==> src/rtl/status_readback_pkg.sv <==
package status_readback_pkg;
    // Source selected for the read data bus
    typedef enum logic [1:0] {
        RM_IDLE   = 2'd0,
        RM_ARRAY  = 2'd1,
        RM_STATUS = 2'd2
    } rd_mode_t;
endpackage

==> src/rtl/srb_strobe_det.sv <==
// Combines the two active-low enables into a read strobe and flags the
// first clock of each access. Assumes the enables are synchronous to clk.
module srb_strobe_det (
    input  logic clk,
    input  logic rst_n,
    input  logic ce_n,
    input  logic oe_n,
    output logic rd_act,
    output logic rd_start
);
    logic rd_prev_q;

    assign rd_act   = ~ce_n & ~oe_n;
    assign rd_start = rd_act & ~rd_prev_q;

    // Remember the strobe of the previous clock for edge detection
    always_ff @(posedge clk) begin
        if (!rst_n) rd_prev_q <= 1'b0;
        else        rd_prev_q <= rd_act;
    end
endmodule

==> src/rtl/srb_toggle.sv <==
// Toggle state for the progress bit. It flips once per qualified access start.
// tog_view shows the post-advance value in the start clock as well, so the
// bit stays steady for the whole access.
module srb_toggle (
    input  logic clk,
    input  logic rst_n,
    input  logic adv,
    output logic tog_view
);
    logic tog_q;

    assign tog_view = adv ? ~tog_q : tog_q;

    // Advance the toggle on each qualified access start
    always_ff @(posedge clk) begin
        if (!rst_n)   tog_q <= 1'b0;
        else if (adv) tog_q <= ~tog_q;
    end
endmodule

==> src/rtl/srb_mux.sv <==
// Builds the read data from the selected source. Assumes POLL_POS and
// TOG_POS are distinct bit positions inside DATA_W.
module srb_mux
    import status_readback_pkg::*;
#(
    parameter int DATA_W   = 8,
    parameter int POLL_POS = 7,
    parameter int TOG_POS  = 6
) (
    input  rd_mode_t            mode,
    input  logic                poll_ref,
    input  logic                tog_view,
    input  logic [DATA_W-1:0]   arr_data,
    output logic [DATA_W-1:0]   rd_data
);
    logic [DATA_W-1:0] status_word;

    // Lay out the status word bit by bit: poll, toggle, zeros elsewhere
    for (genvar i = 0; i < DATA_W; i++) begin : g_stat
        if (i == POLL_POS) begin : g_poll
            assign status_word[i] = ~poll_ref;
        end else if (i == TOG_POS) begin : g_tog
            assign status_word[i] = tog_view;
        end else begin : g_rsv
            assign status_word[i] = 1'b0;
        end
    end

    // Pick the bus source from the read mode
    always_comb begin
        unique case (mode)
            RM_ARRAY:  rd_data = arr_data;
            RM_STATUS: rd_data = status_word;
            default:   rd_data = '0;
        endcase
    end
endmodule

==> src/rtl/status_readback.sv <==
// Read-path status substitution for a self-timed write. While programming
// runs and no protection refusal is flagged, reads return a poll bit and a
// per-access toggle bit instead of array data. Assumes all inputs are
// synchronous to clk.
module status_readback
    import status_readback_pkg::*;
#(
    parameter int DATA_W = 8
) (
    input  logic              clk,
    input  logic              rst_n,
    input  logic              ce_n,
    input  logic              oe_n,
    input  logic              prog_busy,
    input  logic              prot_reject,
    input  logic              poll_ref_bit,
    input  logic [DATA_W-1:0] arr_data,
    output logic [DATA_W-1:0] rd_data
);
    localparam int POLL_POS = DATA_W - 1;
    localparam int TOG_POS  = DATA_W - 2;

    logic     rd_act;
    logic     rd_start;
    logic     status_on;
    logic     tog_view;
    rd_mode_t mode;

    srb_strobe_det u_strobe (
        .clk      (clk),
        .rst_n    (rst_n),
        .ce_n     (ce_n),
        .oe_n     (oe_n),
        .rd_act   (rd_act),
        .rd_start (rd_start)
    );

    // Status replaces data only during a real programming cycle
    assign status_on = prog_busy & ~prot_reject;

    srb_toggle u_tog (
        .clk      (clk),
        .rst_n    (rst_n),
        .adv      (rd_start & status_on),
        .tog_view (tog_view)
    );

    // Choose the read source for this clock
    always_comb begin
        if (!rd_act)        mode = RM_IDLE;
        else if (status_on) mode = RM_STATUS;
        else                mode = RM_ARRAY;
    end

    srb_mux #(
        .DATA_W   (DATA_W),
        .POLL_POS (POLL_POS),
        .TOG_POS  (TOG_POS)
    ) u_mux (
        .mode     (mode),
        .poll_ref (poll_ref_bit),
        .tog_view (tog_view),
        .arr_data (arr_data),
        .rd_data  (rd_data)
    );
endmodule

==> config.mk <==
export PLATFORM = sky130hd
export DESIGN_NAME = status_readback
export DESIGN_NICKNAME = d
export VERILOG_FILES = /design/src/rtl/status_readback_pkg.sv /design/src/rtl/srb_strobe_det.sv /design/src/rtl/srb_toggle.sv /design/src/rtl/srb_mux.sv /design/src/rtl/status_readback.sv
export SDC_FILE = /design/constraint.sdc
export NUM_CORES = 1
export LEC_CHECK = 0
export BUFFER_PORTS_ARGS = -buffer_cell sky130_fd_sc_hd__buf_4
export CAP_MARGIN = 0
export CORE_AREA = 10 10 47 49
export CTS_CLUSTER_DIAMETER = 80
export DETAILED_ROUTE_END_ITERATION = 8
export DIE_AREA = 0 0 57 59
export GPL_TIMING_DRIVEN = 0
export PLACE_DENSITY = 0.45
export SETUP_SLACK_MARGIN = 0.2
export SKIP_CTS_REPAIR_TIMING = 1
export SYNTH_ARGS = -nofsm -noshare
export SYNTH_HDL_FRONTEND = slang
export SYNTH_SLANG_ARGS = --single-unit
==> constraint.sdc <==
create_clock -name clk -period 2.3 [get_ports clk]
set_input_delay 0.575 -clock clk [delete_from_list [all_inputs] [get_ports clk]]
set_output_delay 0.575 -clock clk [all_outputs]
set_load 0.005 [all_outputs]
==> key figures, run 1 <==
Clock tree
  • Worst skew pair latency: between 200 and 250 ps
  • Root Driver: clkbuf_4
  • Clock Tree Buf Depth: 2
  • Worst-path clk slew: around 30 ps
  • CTS tree: done
  • H-tree Lvls: 1
  • CTS buffer count: 3
  • CTS Sinks: 2

Worst setup path
  • Crit Path Category: in2out
  • R2R depth: 2
  • Startpoint Class: input port
  • Arrival @ worst endpoint: around 1500 ps
  • Crit. End Element: primary output
  • Max FO, Critical Path: 4
  • Reg2Reg Setup Slack: approximately 1400 ps
  • Req. time, crit path: between 1500 and 2000 ps

Timing
  • Final Hold Fails: 0
  • Minimum clock period: just over 2000 ps
  • Final WS setup: about 230 ps
  • Fmax: just under 500 MHz
  • Setup violators final: 0
  • Min Hold Slack: 491 ps
  • Worst-case headroom to the max-slew limit: approximately four fifths
  • Worst Max-Slew Pin Slew: 312 ps
  • Fin crit share: between 80% and 90%
  • Setup TNS: 0 ps
  • Max-slew violation count: 0
  • RSZ-0062 raised after global routing: false
  • Clk_skew: 0.0177 ps

Route
  • Avg Vias per Cell: around 3.7
  • Routed Antenna Nets: 0
  • Final wirelength: between 700 and 800 um
  • Vias post-DR: 218
  • Drt first-iter violations: 1
  • # DRC: 0
  • Routed len/inst: roughly 12 um
  • Drt first pass iters: 2

Pwr
  • Total power: ~160 uW
  • Max VDD drop: 220 uV
  • Leakage dissipation: ~0.19 nW
  • PwrDens: between 400 and 500 nW/um^2

Logic synthesis
  • Register bit count reported by yosys: 2
  • Syn_area_per_cell: 8.62 um^2
  • Net Count, Synth: 33
  • Area contributors post-synth: dfxtp_1 (26%), and2_1 (24%), o2bb2ai_1 (11%)
  • Register area share after synthesis: between 20% and 30%
  • Gate Count Post-Synth: 18
  • Mapped Area: around 160 um^2
  • Synth top area share: 25.8%
  • Distinct cells, synth: 11
  • YS warnings: 0
  • Largest area contributor in the netlist: dfxtp_1

Finish
  • Register area: 40.0 um^2
  • Area Overhead vs Synth: 154%
  • Final Util: 28.1%
  • N_diodes: 0
  • Share of cells above drive strength 1: about two thirds
  • Fillers: between 150 and 200
  • Area of the multi-input gates: 139 um^2
  • Final nets: 60

Die
  • Starting Density: between 10% and 20%
  • Rows: 14
  • Top Ports: 23
  • Height of the die: just under 60 um
  • Die area: about 3400 um^2
  • Core ar.: approximately 1400 um^2
  • Die W: 57 um

GRT
  • Initial antenna violation count: 0
  • First-pass GRT wire length: ~1.2 mm
  • GRT overflow: 0
  • All-Layer GR Usage: 4.62%
  • Pin count of the biggest net entering global routing: 9
  • Vias in the first global route: 239

Placed design
  • RD Place Congestion: 0.550
  • PortBufs: 22
  • Pre-CTS setup slack: just over 0.7 ps

Job
  • Max cap viols: 0

Status
  • Status: completed

Hold path
  • Hold Crit Class: reg2reg
  • Hold Crit Depth: 2
==> Yosys cell counts <==
cell type  n
nor3b_1    1
dfxtp_1    2
o21ai_0    1
or3_1      1
and2_1     6
xor2_1     1
nor2b_1    1
or4b_4     1
nor3_1     1
a21boi_1   1
o2bb2ai_1  2
==> cell usage in the layout (no fill, tap or decap), drive strengths merged <==
cell and n:
xor2 1, o2bb2ai 2, a21boi 1, buf 22, or4b 1, nor3 1, or3 1, and2 6
clkbuf 3, nor3b 1, nor2b 1, dfxtp 2, o21ai 1
==> power breakdown <==
part | total (mW) | internal (mW) | switching [mW]
sequential | 0.0372 | 0.0363 | 0.000936
combinational | 0.0440 | 0.0301 | 0.0139
clock | 0.0785 | 0.0576 | 0.0208
total | 0.160 | 0.124 | 0.0356
==> worst max-delay path: stages <==
cell and delay (ps):
buf_6 90, or4b_4 560, o2bb2ai_2 150, buf_4 120
==> layout make-up <==
cell class                      instances  area share [%]
Clock buffer                            3            5.71
Timing Repair Buffer                   22            43.8
Tap cell                               16            5.08
Sequential cell                         2            10.2
Multi-Input combinational cell         16            35.2
==> through the flow <==
step	area, um^2	instances
2_1_floorplan	155	18
3_3_place_gp	340	56
3_5_place_dp	340	56
4_1_cts	363	59
5_1_grt	394	59
6_report	394	59
==> per-layer routing <==
metal / wire length, um / GRT usage, % / vias up
li1: - / - / 116
met5: 0 / 0 / -
met1: 278 / 4.62 / 94
met4: 0 / 2.01 / 0
met2: 379 / 6.67 / 8
met3: 45 / 4.08 / 0
==> final timing paths <==
| kind | to | start |
|---|---|---|
| max | rd_data[7] | prot_reject |
| max reg2reg | u_tog.tog_q$_SDFF_PN0_ | u_strobe.rd_prev_q$_SDFF_PN0_ |
| min | u_tog.tog_q$_SDFF_PN0_ | u_tog.tog_q$_SDFF_PN0_ |
| min reg2reg | u_tog.tog_q$_SDFF_PN0_ | u_tog.tog_q$_SDFF_PN0_ |
==> registers in the layout, indices dropped and copies added (netlist names) <==
register / flops
u_strobe.rd_prev_q: 1
u_tog.tog_q: 1
==> logic make-up (layout without fill, tap and decap cells) <==
kind of cell / count (synthesis) / count (layout) / synth area share [%]
xor+xnor: 1 / 1 / 5.65
compound gates: 4 / 4 / 19.4
flops: 2 / 2 / 25.8
buf+inv: 0 / 25 / 0
simple gates: 11 / 11 / 49.2
(Power assumes the default switching activity.)
==> run 2, diff against run 1 <==
Settings changed: CORE_AREA 10 10 47 49 to 5 5 42 44, DIE_AREA 0 0 57 59 to 0 0 47 49.
==> run 2 against run 1 <==
Net effect:
- flip-flop and latch count unchanged
- register-to-register slack barely moved
- global-route usage is 1.4 points higher
- count of clock-buffer cells in the layout is the same
- sequential power about the same
- maximum frequency down 1.4%
- routed wire length shrank 20%
- largest power group unchanged
==> key figures, run 2 (same netlist as run 1, synthesis figures left out) <==
Timing
  • Setup TNS: 0 ps
  • Fin crit share: around nine tenths
  • Worst Max-Slew Pin Slew: about 390 ps
  • Max-slew violation count: 0
  • Setup violators final: 0
  • Clk_skew: around 0.34 ps
  • RSZ-0062 raised after global routing: true
  • Worst-case headroom to the max-slew limit: 73.8%
  • Final Hold Fails: 0
  • Minimum clock period: 2100 ps
  • Fmax: approximately 480 MHz
  • Final WS setup: between 200 and 250 ps

Die
  • Starting Density: between 10 and 15%
  • Die area: about 2300 um^2
  • Core ar.: between 1000 and 1500 um^2
  • Top Ports: 23
  • Height of the die: a little under 50 um
  • Die W: 47 um
  • Rows: 14

Route
  • Avg Vias per Cell: between 3 and 4
  • Drt first-iter violations: 2
  • Drt first pass iters: 2
  • Routed Antenna Nets: 0
  • Routed len/inst: between 9 and 10 um
  • Final wirelength: 564 um
  • # DRC: 0
  • Vias post-DR: ~220

Finish
  • Fin cells: 59
  • Design Area, Final: between 300 and 400 um^2
  • Commonest non-fill, non-tap cell in the layout: buf_4
  • Top Registers: u_strobe.rd_prev_q x1, u_tog.tog_q x1
  • N_diodes: 0
  • Final nets: 60
  • Share of cells above drive strength 1: between 60% and 70%
  • Most frequent cells in the layout: buf_4 (22), and2_1 (6), clkbuf_4 (3), o2bb2ai_1 (2), dfxtp_1 (2)
  • Area Overhead vs Synth: 137%

Hold path
  • Min-delay src: u_tog.tog_q$_SDFF_PN0_
  • Hold Crit Depth: 2
  • Hold Crit Class: reg2reg
  • Min-Delay Endpoint: u_tog.tog_q$_SDFF_PN0_

Pwr
  • Leakage dissipation: 0.183 nW
  • Total power: ~150 uW
  • Sw Share: between 20% and 30%
  • PwrDens: approximately 410 nW/um^2
  • Seq pwr share: between 20% and 30%
  • Power Internal: between 100 and 150 uW
  • Clk network pwr share: 50.0%
  • Max VDD drop: just over 100 uV
  • Combinational share of power: 25.6%
  • Sw power: approximately 31 uW

Job
  • Max cap viols: 0

Worst setup path
  • FF-to-FF Start: u_strobe.rd_prev_q$_SDFF_PN0_
  • Crit-path slowest cell: or4b_4
  • Worst Path Buf+Inv: 2
  • Crit path top cell by count: buf_4
  • Crit Path Category: in2out
  • Req. time, crit path: between 1500 and 2000 ps
  • Arrival @ worst endpoint: between 1500 and 2000 ps
  • Reg2Reg Setup Slack: approximately 1400 ps
  • Max FO, Critical Path: 4
  • Startpoint Class: input port
  • Crit-path leading delay family: simple AND/OR/NAND/NOR gates
  • R2R depth: 2
  • Crit path cell chain: buf_4 > or4b_4 > o2bb2ai_1 > buf_4
  • R2r endpoint: u_tog.tog_q$_SDFF_PN0_
  • Crit. End Element: primary output
  • CP max stage delay: about 550 ps

Clock tree
  • H-tree Lvls: 1
  • CTS Sinks: 2
  • CTS buffer count: 3
  • Clock Tree Buf Depth: 2
  • Root Driver: clkbuf_4
  • Worst skew pair latency: 220 ps
  • Worst-path clk slew: around 30 ps
  • CTS tree: done

GRT
  • First-pass GRT wire length: around 940 um
  • Vias in the first global route: roughly 240
  • Initial antenna violation count: 0
  • Pin count of the biggest net entering global routing: 9
  • GRT overflow: 0
  • All-Layer GR Usage: approximately 6%

Placed design
  • RD Place Congestion: around 0.55
  • PortBufs: 22
  • HPWL Detailed: slightly below 500 um
  • Pre-CTS setup slack: around 48 ps
  • DP Cell Count: 56
  • Placed inst area: 340 um^2

Status
  • Status: completed
run 2: worst max-delay path by stage:
| stage | startpoint | to | slack, ps | cells after the start |
|---|---|---|---|---|
| 3_5_place_dp | prog_busy | rd_data[1] | 50 | 5 |
| 6_report | oe_n | rd_data[6] | 200 | 4 |
| 3_3_place_gp | prog_busy | rd_data[2] | 30 | 5 |
| 2_1_floorplan | oe_n | rd_data[6] | 450 | 2 |
| 4_1_cts | prog_busy | rd_data[1] | 50 | 5 |
| 5_1_grt | oe_n | rd_data[6] | 160 | 4 |
run 2: worst register-to-register path: stages, from the launching register on:
cell      delay [ps]
dfxtp_1          310
or3_1            370
a21boi_1         130
run 2: metal layers:
metal,track usage (%),part of all wire [%]
met1,6.78,37
met5,0,0
met3,1.48,7.4
met2,8.14,55
met4,6.91,0
run 2: cell type report:
type                       instances  area [um^2]
multi-input combinational         16          120
clock buffer                       3         22.5
fill                             170         1030
timing repair buffer              22          165
sequential                         2         40.0
tap                               16         20.0
run 2: power by group through the flow:
stage                     Sequential, mW  Clock (mW)  Combinational (mW)
after floorplan                   0.0375           0              0.0105
final                             0.0372      0.0761              0.0389
after detailed placement          0.0377           0              0.0391
after CTS                         0.0372      0.0814              0.0391
after global placement            0.0376           0              0.0388
after global routing              0.0374      0.0883              0.0430
run 2: metrics by stage:
step / util, % / hold WS (ps)
after floorplan: - / 469
after global placement: 24.3 / 487
after detailed placement: 24.3 / 485
after CTS: 25.9 / 489
after global routing: 26.3 / 541
final: 26.3 / 487
==> run 3, diff against run 2 <==
Settings changed: BUFFER_PORTS_ARGS -buffer_cell sky130_fd_sc_hd__buf_4 to -buffer_cell sky130_fd_sc_hd__buf_2, CAP_MARGIN 0 to default, RECOVER_POWER from default to 50.
==> run 3 against run 2 <==
Net effect:
- largest cell class is now multi-input gates
- sequential power barely moved
- design area fell by 15%
- critical path depth did not move
==> key figures, run 3 (same netlist as run 1, synthesis figures left out) <==
Status
  • Status: completed

Pwr
  • Total power: between 100 and 150 uW
  • Max VDD drop: roughly 180 uV
  • PwrDens: roughly 460 nW/um^2
  • Leakage dissipation: ~0.17 nW

Timing
  • Setup TNS: 0 ps
  • RSZ-0062 raised after global routing: true
  • Clk_skew: roughly 0.0047 ps
  • Final Hold Fails: 0
  • Worst-case headroom to the max-slew limit: approximately 73%
  • Max-slew violation count: 0
  • Setup violators final: 0
  • Fin crit share: around 93%
  • Minimum clock period: around 2100 ps
  • Fmax: between 400 and 500 MHz
  • Worst Max-Slew Pin Slew: around 400 ps

Die
  • Top Ports: 23
  • Core ar.: 1400 um^2
  • Die area: between 2000 and 2500 um^2
  • Height of the die: around 49 um
  • Die W: roughly 47 um
  • Rows: 14
  • Starting Density: ~11%

Clock tree
  • Worst-path clk slew: 30 ps
  • H-tree Lvls: 1
  • CTS buffer count: 3
  • Worst skew pair latency: 220 ps
  • Clock Tree Buf Depth: 2
  • CTS Sinks: 2
  • CTS tree: done
  • Root Driver: clkbuf_4

Finish
  • Fin cells: 59
  • Commonest non-fill, non-tap cell in the layout: buf_2
  • Final nets: 60
  • Share of cells above drive strength 1: about three fifths
  • Area Overhead vs Synth: 102%
  • Top Registers: u_strobe.rd_prev_q x1, u_tog.tog_q x1
  • Most frequent cells in the layout: buf_2 (21), and2_1 (6), clkbuf_4 (3), dfxtp_1 (2)
  • N_diodes: 0

Worst setup path
  • Crit. End Element: primary output
  • Startpoint Class: input port
  • Crit path cell chain: buf_2 > or4b_1 > o2bb2ai_1 > buf_2
  • Crit-path slowest cell: or4b_1
  • Reg2Reg Setup Slack: 1400 ps
  • FF-to-FF Start: u_strobe.rd_prev_q$_SDFF_PN0_
  • R2R depth: 2
  • Crit-path leading delay family: simple AND/OR/NAND/NOR gates
  • Worst Path Buf+Inv: 2
  • CP max stage delay: around 600 ps
  • R2r endpoint: u_tog.tog_q$_SDFF_PN0_
  • Crit Path Category: in2out
  • Crit path top cell by count: buf_2
  • Arrival @ worst endpoint: approximately 1600 ps
  • Req. time, crit path: between 1500 and 2000 ps
  • Max FO, Critical Path: 4

Route
  • Vias post-DR: around 220
  • Drt first-iter violations: 0
  • Routed len/inst: between 8 and 9 um
  • Drt first pass iters: 1
  • # DRC: 0
  • Avg Vias per Cell: approximately 3.7
  • Routed Antenna Nets: 0
  • Final wirelength: roughly 530 um

GRT
  • First-pass GRT wire length: ~840 um
  • Pin count of the biggest net entering global routing: 9
  • All-Layer GR Usage: approximately 5.6%
  • Vias in the first global route: around 210
  • GRT overflow: 0
  • Initial antenna violation count: 0

Hold path
  • Min-Delay Endpoint: u_tog.tog_q$_SDFF_PN0_
  • Min-delay src: u_tog.tog_q$_SDFF_PN0_
  • Hold Crit Class: reg2reg
  • Hold Crit Depth: 2

Job
  • Max cap viols: 0

Placed design
  • PortBufs: 22
  • DP Cell Count: between 50 and 60
  • HPWL Detailed: roughly 460 um
  • RD Place Congestion: approximately 0.60
[run 3: area by class of cell]
class / instances / area, um^2
multi-input cells: 16 / 123
clock buffers: 3 / 22.5
repair buffers: 22 / 109
flip-flops and latches: 2 / 40.0
well taps: 16 / 20.0
fillers: 172 / 1090
[run 3: report_power, final]
part           internal, mW  leakage [nW]  total (mW)  switching [mW]
combinational        0.0178         0.137      0.0291          0.0113
sequential           0.0363        0.0163      0.0372        0.000944
clock                0.0576        0.0138      0.0779          0.0204
[run 3: worst reg2reg max path: cells and delay by family (launching register included)]
kind | cells | cell delay, ps
AOI/OAI and AO/OA | 1 | 150
and+or+nand+nor | 1 | 360
DFF | 1 | 310
[run 3: worst max path at each step]
stage / start / to / slack (ps) / cells after the start
after CTS: prog_busy / rd_data[2] / 70 / 5
final: prot_reject / rd_data[7] / 160 / 4
after global placement: prog_busy / rd_data[4] / 70 / 5
after floorplan: oe_n / rd_data[6] / 450 / 2
after global routing: ce_n / rd_data[7] / 120 / 4
after detailed placement: prog_busy / rd_data[2] / 70 / 5
[run 3: routing by layer]
layer | wire [um] | GRT usage [%] | vias to the layer above
met5 | 0 | 0 | -
met4 | 0 | 5.53 | 0
met3 | 67 | 4.43 | 0
met2 | 261 | 6.79 | 10
met1 | 197 | 5.68 | 92
li1 | - | - | 116
[run 3: through the flow]
step	setup WS [ps]	instance area (um^2)	util, %	hold WS [ps]
3_5_place_dp	69.3	285	20.4	491
4_1_cts	67.6	308	22.0	495
3_3_place_gp	66.9	285	20.4	489
5_1_grt	124	314	22.4	540
2_1_floorplan	445	155	-	469
6_report	164	314	22.4	500
